===== src/rtl/vcmd_pkg.sv =====
package vcmd_pkg;

    typedef enum logic [2:0] {
        S_IDLE,
        S_COLLECT,
        S_EXEC,
        S_NVWR,
        S_REPLY
    } vstate_e;

    typedef enum logic [1:0] {
        SRC_NV,
        SRC_INFO,
        SRC_ZERO
    } rsrc_e;

    localparam logic [7:0] OP_NVWR   = 8'h22;
    localparam logic [7:0] OP_NVRD   = 8'h23;
    localparam logic [7:0] OP_SHADOW = 8'h24;
    localparam logic [7:0] OP_MBINIT = 8'h25;
    localparam logic [7:0] OP_INFO   = 8'h28;
    localparam logic [7:0] OP_LOCK   = 8'h29;
    localparam logic [7:0] OP_PROBE  = 8'h2C;

    localparam int PMAX     = 35;
    localparam int NV_HDR   = 3;
    localparam int NV_DMAX  = PMAX - NV_HDR;
    localparam int CW       = $clog2(PMAX + 1);

    localparam logic [7:0] INFO_TAG   = 8'h08;
    localparam logic [7:0] SHADOW_ACK = 8'h04;

endpackage


===== src/rtl/vcmd_opdec.sv =====
module vcmd_opdec
    import vcmd_pkg::*;
(
    input  logic [7:0]    opcode,
    output logic [CW-1:0] plen
);
    always_comb begin
        case (opcode)
            OP_NVWR:   plen = CW'(PMAX);
            OP_NVRD:   plen = CW'(3);
            OP_SHADOW: plen = CW'(1);
            OP_MBINIT: plen = CW'(4);
            OP_LOCK:   plen = CW'(2);
            default:   plen = '0;
        endcase
    end
endmodule


===== src/rtl/vcmd_nvram.sv =====
module vcmd_nvram #(
    parameter int AW = 8,
    parameter int DW = 8
) (
    input  logic          clk,
    input  logic          rst_n,
    input  logic          we,
    input  logic [AW-1:0] waddr,
    input  logic [DW-1:0] wdata,
    input  logic [AW-1:0] raddr,
    output logic [DW-1:0] rdata
);
    localparam int DEPTH = 1 << AW;

    logic [DW-1:0] mem [DEPTH];

    always_ff @(posedge clk) begin
        if (!rst_n) begin
            for (int i = 0; i < DEPTH; i++) mem[i] <= '0;
        end else if (we) begin
            mem[waddr] <= wdata;
        end
    end

    assign rdata = mem[raddr];
endmodule


===== src/rtl/vcmd_reply.sv =====
module vcmd_reply
    import vcmd_pkg::*;
(
    input  logic       rdy,
    input  rsrc_e      src,
    input  logic       second,
    input  logic [7:0] nv_byte,
    input  logic       lock,
    output logic [7:0] dout
);
    always_comb begin
        dout = 8'h00;
        if (rdy) begin
            unique case (src)
                SRC_NV:   dout = nv_byte;
                SRC_INFO: dout = second ? {7'b0, lock} : INFO_TAG;
                SRC_ZERO: dout = 8'h00;
                default:  dout = 8'h00;
            endcase
        end
    end
endmodule


===== src/rtl/vcmd_proc.sv =====
module vcmd_proc
    import vcmd_pkg::*;
#(
    parameter int HAS_NV = 1,
    parameter int NV_AW  = 8
) (
    input  logic        clk,
    input  logic        rst_n,
    input  logic        op_wr,
    input  logic        par_wr,
    input  logic [7:0]  wr_byte,
    input  logic        data_rd,
    output logic [7:0]  data_out,
    output logic        data_rdy,
    output logic        busy,
    output logic        inv_cmd,
    output logic        init_stat,
    output logic [7:0]  intr_code,
    output logic        mbox_lock,
    output logic        mbox_inited,
    output logic [7:0]  mbox_count,
    output logic [23:0] mbox_addr
);
    localparam int WW = $clog2(NV_DMAX + 1);

    vstate_e          state, state_nx;
    logic [7:0]       op_q;
    logic [CW-1:0]    plen_q, pcnt, dec_len;
    logic [7:0]       pbuf [PMAX];
    logic [7:0]       rcnt;
    logic [NV_AW-1:0] rptr;
    logic             ridx;
    rsrc_e            rsrc;
    logic [WW-1:0]    widx, nwr_q, nwr_calc;
    logic             nv_we;
    logic [NV_AW-1:0] nv_waddr;
    logic [7:0]       nv_wdata, nv_rdata;

    vcmd_opdec u_dec (.opcode(wr_byte), .plen(dec_len));

    assign nwr_calc = (pbuf[1] > 8'(NV_DMAX)) ? WW'(NV_DMAX) : WW'(pbuf[1]);
    assign nv_we    = (state == S_NVWR);
    assign nv_waddr = pbuf[2][NV_AW-1:0] + NV_AW'(widx);
    assign nv_wdata = pbuf[CW'(widx) + CW'(NV_HDR)];

    generate
        if (HAS_NV != 0) begin : g_nv
            vcmd_nvram #(.AW(NV_AW), .DW(8)) u_nv (
                .clk(clk), .rst_n(rst_n), .we(nv_we), .waddr(nv_waddr),
                .wdata(nv_wdata), .raddr(rptr), .rdata(nv_rdata)
            );
        end else begin : g_no_nv
            assign nv_rdata = 8'h00;
        end
    endgenerate

    assign data_rdy = (rcnt != 8'd0);
    assign busy     = (state == S_COLLECT) || (state == S_EXEC) || (state == S_NVWR);

    vcmd_reply u_rep (
        .rdy(data_rdy), .src(rsrc), .second(ridx), .nv_byte(nv_rdata),
        .lock(mbox_lock), .dout(data_out)
    );

    // State register
    always_ff @(posedge clk) begin
        if (!rst_n) state <= S_IDLE;
        else        state <= state_nx;
    end

    // Next-state logic
    always_comb begin
        state_nx = state;
        if (op_wr) begin
            state_nx = (dec_len == '0) ? S_EXEC : S_COLLECT;
        end else begin
            unique case (state)
                S_IDLE:    state_nx = S_IDLE;
                S_COLLECT: if (par_wr && (pcnt == plen_q - CW'(1))) state_nx = S_EXEC;
                S_EXEC: begin
                    state_nx = S_IDLE;
                    case (op_q)
                        OP_NVWR:  if (HAS_NV != 0 && nwr_calc != '0) state_nx = S_NVWR;
                        OP_NVRD:  if (HAS_NV != 0 && pbuf[1] != 8'd0) state_nx = S_REPLY;
                        OP_INFO,
                        OP_PROBE: state_nx = S_REPLY;
                        default:  state_nx = S_IDLE;
                    endcase
                end
                S_NVWR:    if (widx == nwr_q - WW'(1)) state_nx = S_IDLE;
                S_REPLY:   if (data_rd && rcnt == 8'd1) state_nx = S_IDLE;
                default:   state_nx = S_IDLE;
            endcase
        end
    end

    // Datapath and outputs
    always_ff @(posedge clk) begin
        if (!rst_n) begin
            op_q        <= 8'h00;
            plen_q      <= '0;
            pcnt        <= '0;
            for (int i = 0; i < PMAX; i++) pbuf[i] <= 8'h00;
            rcnt        <= 8'd0;
            rptr        <= '0;
            ridx        <= 1'b0;
            rsrc        <= SRC_ZERO;
            widx        <= '0;
            nwr_q       <= '0;
            inv_cmd     <= 1'b0;
            init_stat   <= 1'b1;
            intr_code   <= 8'h00;
            mbox_lock   <= 1'b0;
            mbox_inited <= 1'b0;
            mbox_count  <= 8'h00;
            mbox_addr   <= 24'h0;
        end else if (op_wr) begin
            op_q      <= wr_byte;
            plen_q    <= dec_len;
            pcnt      <= '0;
            rcnt      <= 8'd0;
            widx      <= '0;
            inv_cmd   <= 1'b0;
            intr_code <= 8'h00;
        end else begin
            unique case (state)
                S_IDLE: ;
                S_COLLECT: if (par_wr) begin
                    pbuf[pcnt] <= wr_byte;
                    pcnt       <= pcnt + CW'(1);
                end
                S_EXEC: begin
                    case (op_q)
                        OP_NVWR: begin
                            if (HAS_NV == 0) inv_cmd <= 1'b1;
                            widx  <= '0;
                            nwr_q <= nwr_calc;
                        end
                        OP_NVRD: begin
                            if (HAS_NV == 0) begin
                                inv_cmd <= 1'b1;
                            end else begin
                                rcnt <= pbuf[1];
                                rptr <= pbuf[2][NV_AW-1:0];
                                rsrc <= SRC_NV;
                            end
                        end
                        OP_SHADOW: intr_code <= SHADOW_ACK;
                        OP_MBINIT: begin
                            mbox_count  <= pbuf[0];
                            mbox_addr   <= {pbuf[1], pbuf[2], pbuf[3]};
                            mbox_inited <= 1'b1;
                            init_stat   <= 1'b0;
                        end
                        OP_INFO: begin
                            rcnt <= 8'd2;
                            ridx <= 1'b0;
                            rsrc <= SRC_INFO;
                        end
                        OP_LOCK: if (pbuf[1] == {7'b0, mbox_lock}) mbox_lock <= pbuf[0][0];
                        OP_PROBE: begin
                            rcnt <= 8'd1;
                            rsrc <= SRC_ZERO;
                        end
                        default: inv_cmd <= 1'b1;
                    endcase
                end
                S_NVWR: widx <= widx + WW'(1);
                S_REPLY: if (data_rd) begin
                    rcnt <= rcnt - 8'd1;
                    rptr <= rptr + NV_AW'(1);
                    ridx <= 1'b1;
                end
                default: ;
            endcase
        end
    end

    // Assertions
    AST_RDY_ONLY_IN_REPLY: assert property (@(posedge clk) disable iff (!rst_n)
        (state != S_REPLY) |-> !data_rdy);
    AST_POP_STEP: assert property (@(posedge clk) disable iff (!rst_n)
        (data_rd && data_rdy && !op_wr) |=> (rcnt == $past(rcnt) - 8'd1));
    AST_LOCK_HOLD: assert property (@(posedge clk) disable iff (!rst_n)
        (op_wr || !(state == S_EXEC && op_q == OP_LOCK)) |=> $stable(mbox_lock));
    AST_INIT_EXCL: assert property (@(posedge clk) disable iff (!rst_n)
        mbox_inited |-> !init_stat);
    AST_BUSY_NO_RDY: assert property (@(posedge clk) disable iff (!rst_n)
        busy |-> !data_rdy);
    AST_NVWR_BOUND: assert property (@(posedge clk) disable iff (!rst_n)
        (state == S_NVWR) |-> (widx < nwr_q && nwr_q <= WW'(NV_DMAX)));

endmodule


===== config.mk =====
export PLATFORM = sky130hd
export DESIGN_NAME = vcmd_proc
export DESIGN_NICKNAME = d
export VERILOG_FILES = /design/src/rtl/vcmd_pkg.sv /design/src/rtl/vcmd_opdec.sv /design/src/rtl/vcmd_nvram.sv /design/src/rtl/vcmd_reply.sv /design/src/rtl/vcmd_proc.sv
export SDC_FILE = /design/constraint.sdc
export NUM_CORES = 2
export LEC_CHECK = 0
export BUFFER_PORTS_ARGS = -buffer_cell sky130_fd_sc_hd__buf_2
export CAP_MARGIN = 20
export CORE_MARGIN = 4
export CORE_UTILIZATION = 40
export DETAILED_ROUTE_END_ITERATION = 16
export SLEW_MARGIN = 20
export SYNTH_ARGS = -nofsm -noshare
export SYNTH_HDL_FRONTEND = slang
export SYNTH_SLANG_ARGS = --single-unit

===== constraint.sdc =====
create_clock -name clk -period 7.1 [get_ports clk]
set_input_delay 1.42 -clock clk [delete_from_list [all_inputs] [get_ports clk]]
set_output_delay 1.42 -clock clk [all_outputs]
set_load 0.01 [all_outputs]

======== Word level (Yosys, flattened, before mapping) ========
Memories as Yosys holds them, arrays and structs flattened. A register that Yosys moved wholly into a read port is not among the register bits.
Cells that the tools add are included.
word-level totals
  flip-flop bits (word level) ............. 91
  RAM bits ................................ 2,328
  output and inout bits ................... 54
  word-level logic and storage cells ...... 133
  memories kept ........................... 2
operators by class
  add/subtract/negate cells ............... 8
  magnitude comparators ................... 1
  equality and inequality tests ........... 29
  muxes and demuxes ....................... 43
  bitwise logic cells ..................... 3
  reductions and logical operators ........ 30
memory list
  memory         words  width  rd ports  clocked after memory_dff  wr ports  line              source
  g_nv.u_nv.mem  256    8      1         1                         256       vcmd_nvram.sv:15  logic [DW-1:0] mem [DEPTH];
  pbuf           35     8      5         1                         35        vcmd_proc.sv:29   logic [7:0] pbuf [PMAX];
operators by type and width
  operator                                                               count
  8-bit by 6-bit equality test with 1-bit output, second input constant  12
  8-bit two-way mux                                                      9
  8-bit case mux with 2 select lines                                     3
  6-bit case mux with 5 select lines                                     1
  8-bit case mux with 3 select lines                                     1
  6-bit two-way mux                                                      3
  8-bit nonzero test                                                     2
  8-bit OR reduction                                                     2
  3-bit two-way mux                                                      5
  3-bit AND reduction                                                    5
  1-bit two-way mux                                                      13
  6-bit by 1-bit adder with 6-bit output, second input constant          2
  6-bit equality test                                                    2
  3-bit case mux with 4 select lines                                     1
  6-bit case mux with 2 select lines                                     1
  4-bit AND reduction                                                    3
  6-bit by 1-bit subtractor with 6-bit output, second input constant     2
  3-bit case mux with 3 select lines                                     1
  8-bit by 1-bit adder with 8-bit output, second input constant          1
  8-bit by 6-bit adder with 8-bit output                                 1
  8-bit by 1-bit equality test with 1-bit output                         1
  8-bit by 1-bit equality test with 1-bit output, second input constant  1
  8-bit by 6-bit > comparator with 1-bit output, second input constant   1
  2-bit AND reduction                                                    4
  other kinds (26)                                                       37

======== Logic depth before layout (Yosys ltp) ========
An unclocked memory read counts as a cell.
  depth after elaboration ................. 8
  mapped depth ............................ 14

======== Modules after synthesis ========
A second synthesis with hierarchy kept.
unflattened totals
  cells, all modules ...................... 8,515
  area, all modules ....................... 122,113.4 sq um
by module, submodules not included
  module      instances  cells each  area each (sq um)  seq. area each (sq um)
  vcmd_nvram  1          6,677       95,835.7           61,499.0
  vcmd_proc   1          1,811       26,067.5           17,116.4
  vcmd_opdec  1          13          120.1              0.0
  vcmd_reply  1          14          90.1               0.0

======== Least setup slack after synthesis ========
OpenSTA, ideal clock, no wires.
  path type ............................... reg-to-reg
  start point ............................. register widx[0]
  end point ............................... memory g_nv.u_nv.mem[181][0], data pin
  setup time .............................. 0.265 ns
  arrival time ............................ 3.923 ns
  data required time ...................... 6.835 ns
  slack ................................... 2.912 ns
  cell stages (with the launch flop) ...... 15
  buffers on the path ..................... 7
  period minus slack after synthesis ...... 4.188 ns
  cell sequence ........................... dfxtp_1 buf_2 buf_2 buf_2 inv_1 ha_1 buf_1 buf_2 mux4_2 mux4_2 mux4_2 buf_6 nand2_2 buf_4 nor2_1
RTL lines
  item                    line              source
  start, declared         vcmd_proc.sv:34   logic [WW-1:0] widx, nwr_q, nwr_calc;
  start signal, assigned  vcmd_proc.sv:168  S_NVWR: widx <= widx + WW'(1);
  end, declared           vcmd_nvram.sv:15

==> flow_summary.yaml <==
yosys:
  netlist_instances: 8051
  ys_async_sr_fraction: 0
  synth.most_common_cell: "edfxtp_1"
  synth_xor_area_frac: 0.00218
  synth_top_family_by_area: "multiplexers"
  synthAdderAreaFrac: 0.00179
  ys_warn_count: 0
  synth_commonest_cells: "edfxtp_1 (2,552), nor2_1 (2,462), mux4_2 (701)"
  synth_cell_types: 72
  synth.area.mux_share: 0.142
  ys.flop_type: "edfxtp_1"
  ys_ff_latch: 2657
  synth_edf_count: 2552
  post_synth.cell_area_avg_um2: 14.4
  synth_compound_area_frac: 0.0350
  netlist.top_cell.by_area: "edfxtp_1"
  synthTopCellsByArea: "edfxtp_1 (66%), mux4_2 (14%), nor2_1 (8.0%)"
  synthSimpleGateAreaFrac: 0.111
  ys_seq_area_frac: 0.678
  synth_area_um2: 116000
  synth_top_area_share: 0.660
final_layout:
  drive_above_1_share: 0.211
  final_cells: 12100
  fin_nets: 8101
  design_area_um2: 131000
  fin_util: 0.453
  syn_to_final_growth_pct: 12.6
placed_design:
  dp_hpwl_um: 268000
  place_ws_ps: 1010
  port-buffer-count: 59
  place_congestion: 1.02
  placed_area_um2: 122000
  place_inst: 11600
timing:
  post-route-min-period_ps: 7190
  slew_headroom: 0.135
  period_share: 1.01
  worst_slew_pin_slew_ps: 1300
  final_max_slew_viol_count: 0
  fin_skew_ps: 95.0
  rsz0062_at_grt: "no"
  fmax_mhz: 139
  final-setup-viol-count: 1
  hold_violations: 0
  layout_setup_ws_ps: -87.8
floorplanning:
  core-area_um2: 288000
  ioPinCount: 67
  dieWidth_um: 547
  start_util: 0.403
  die_h_um: 547
  die-area_um2: 299000
  rows: 197
pwr:
  netSwitchingPower_w: 0.00731
  ir_drop_uv: 207
  power.density_nw_per_um2: 257
  p_leak_nw: 42.4
  switching_share: 0.217
  p_clk_frac: 0.440
  intPower_w: 0.0263
  pwr-share-seq: 0.527
  pwr-share-comb: 0.033
grt:
  grt_usage: 0.266
  overflow: 0
  grt_pass1_vias: 71500
  grt_pass1_wl_um: 565000
  grt_start_max_net_pins: 100
  antenna_found_initial: 25
worst_hold_path:
  min_path_cells: 2
  hold_path_class: "flip-flop to flip-flop"
worst_setup_path:
  end_kind: "primary output"
  cp.depth: 8
  worst-endpoint-required_ps: 5680
  crit_path_max_incr_delay_ps: 1000
  rr_worst_depth: 9
  crit_path_start_kind: "flip-flop"
  criticalPathCategory: "flip-flop to primary output"
  cp_top_family: "compound AO/OA/AOI/OAI gates"
  critPathArrivalTime_ps: 5770
  worstPathMaxFanout: 33
  cp_num_buf_inv: 1
  crit_path_cell_trace: "nand2b_1, o221ai_1, o22ai_1, a311o_1, nand3_1, o211ai_1, o21ai_0, buf_2"
  cp_slowest_cell: "dfxtp_4"
clock_network:
  worstSkewPairLatency_ps: 880
  numClockSinks: 2657
  htreeDepth: 5
  cts_root_buf: "clkbuf_16"
  cts_inserted_buffers: 288
  cts_tree: "yes"
  cts.path.max_buffers: 4
  clkTransAtPathRegs_ps: 60
  postCtsHoldBufs: 0
route:
  firstDrtPassIters: 6
  wire_per_inst_um: 33.7
  first_iter_violations: 12500
  postRouteAntennaNets: 0
  route.detailed.drc: 0
  totalWireLength_um: 407000
  vias: 74500
  viasPerCell: 6.17
run:
  cap_violations: 0
run_status:
  violations: "negative setup slack"
  status: "complete, but fails checks"
-- worst paths after layout --
path	start	end	slack [ps]
worst max-delay path	flip-flop	data_out[0]	-90
worst min-delay path	mbox_addr[14]	mbox_addr[14]	460
worst max register to register	widx[0]	g_nv.u_nv.mem[255][1]	1430
worst min register to register	mbox_addr[14]	mbox_addr[14]	460
-- routing by layer --
metal  part of all wire  GRT usage  vias to the layer above
met5            0.00040    0.00237                        -
met4              0.049      0.107                       12
met3               0.14     0.0823                      842
met2               0.44      0.394                     5236
met1               0.38      0.368                    38700
li1                   -          -                    29800
-- flip-flops by register name, indices dropped and copies added, names as in the netlist, 2 cells and up, named ones only --
name	cells
pbuf	512
mbox_count	8
pcnt	6
rsrc	2
rptr	8
op_q	8
nwr_q	6
g_nv.u_nv.mem	2048
widx	6
mbox_addr	24
rcnt	8
plen_q	4
state	3
-- power by group through the flow --
stage          registers (W)  clock network [W]  logic, W
3_5_place_dp          0.0180                  0   0.00108
4_1_cts               0.0177             0.0149   0.00108
3_3_place_gp          0.0180                  0   0.00106
5_1_grt               0.0177             0.0156   0.00113
2_1_floorplan         0.0180                  0  0.000558
6_report              0.0177             0.0148   0.00111
-- kinds of logic (layout without fill, tap and decap cells) --
family                     after synthesis  after routing
muxes                                  768            768
adders and majority gates               16             16
and+or+nand+nor                       3149           3149
AOI/OAI and AO/OA                      665            665
other                                    1             14
DFF                                   2657           2657
xor gates and xnor gates                28             28
buffers and inverters                  767            998
-- placed cells by master, fill, tap and decap left out, types with 22 or more instances in the layout --
master     count
a21oi_1       87
a22oi_1       92
a31oi_1       23
and3_1        25
buf_2         58
buf_4        386
bufinv_16     23
clkbuf_1      57
clkbuf_16    293
clkinv_1      55
clkinv_2      39
dfxtp_1       99
edfxtp_1    2552
inv_1         23
mux2i_1       62
mux4_2       700
nand2_1      373
nand2_4       76
nand3_1       58
nor2_1      2449
nor3_1        22
o21ai_0      243
o21ai_1       50
o21ai_2       23
-- worst reg2reg max path, cell delays in order (launching register included) --
cell     delay (ps)
dfxtp_4         690
inv_1           200
ha_4            860
buf_4           530
mux4_2          360
mux4_2          530
mux4_2          990
nand2_1         630
buf_4           430
nor2_1          100
-- area by class of cell --
class	count	area [µm²]
antenna	7	17.5
sequential	2657	78800
clock buffer	351	7560
multi-input combinational	4633	34400
clock inverter	155	1520
timing repair buffer	467	3630
inverter	25	98.8
tap	3781	4730
fill	25300	158000
-- repair_timing --
| item | 4_1_cts | 5_1_grt |
|---|---|---|
| gates resized for setup | 0 | 1 |
| endpoints found under the setup margin | 0 | 4 |
| setup buffers | 0 | 1 |
-- stage by stage --
| stage | total power (W) | setup TNS (ps) | hold slack [ps] |
|---|---|---|---|
| 2_1_floorplan | 0.0185 | 0 | 441 |
| 3_3_place_gp | 0.0191 | 0 | 432 |
| 3_5_place_dp | 0.0191 | 0 | 445 |
| 4_1_cts | 0.0337 | 0 | 460 |
| 5_1_grt | 0.0344 | 0 | 471 |
| 6_report | 0.0336 | -87.8 | 457 |
No activity file was read; power rests on OpenSTA's default activity.
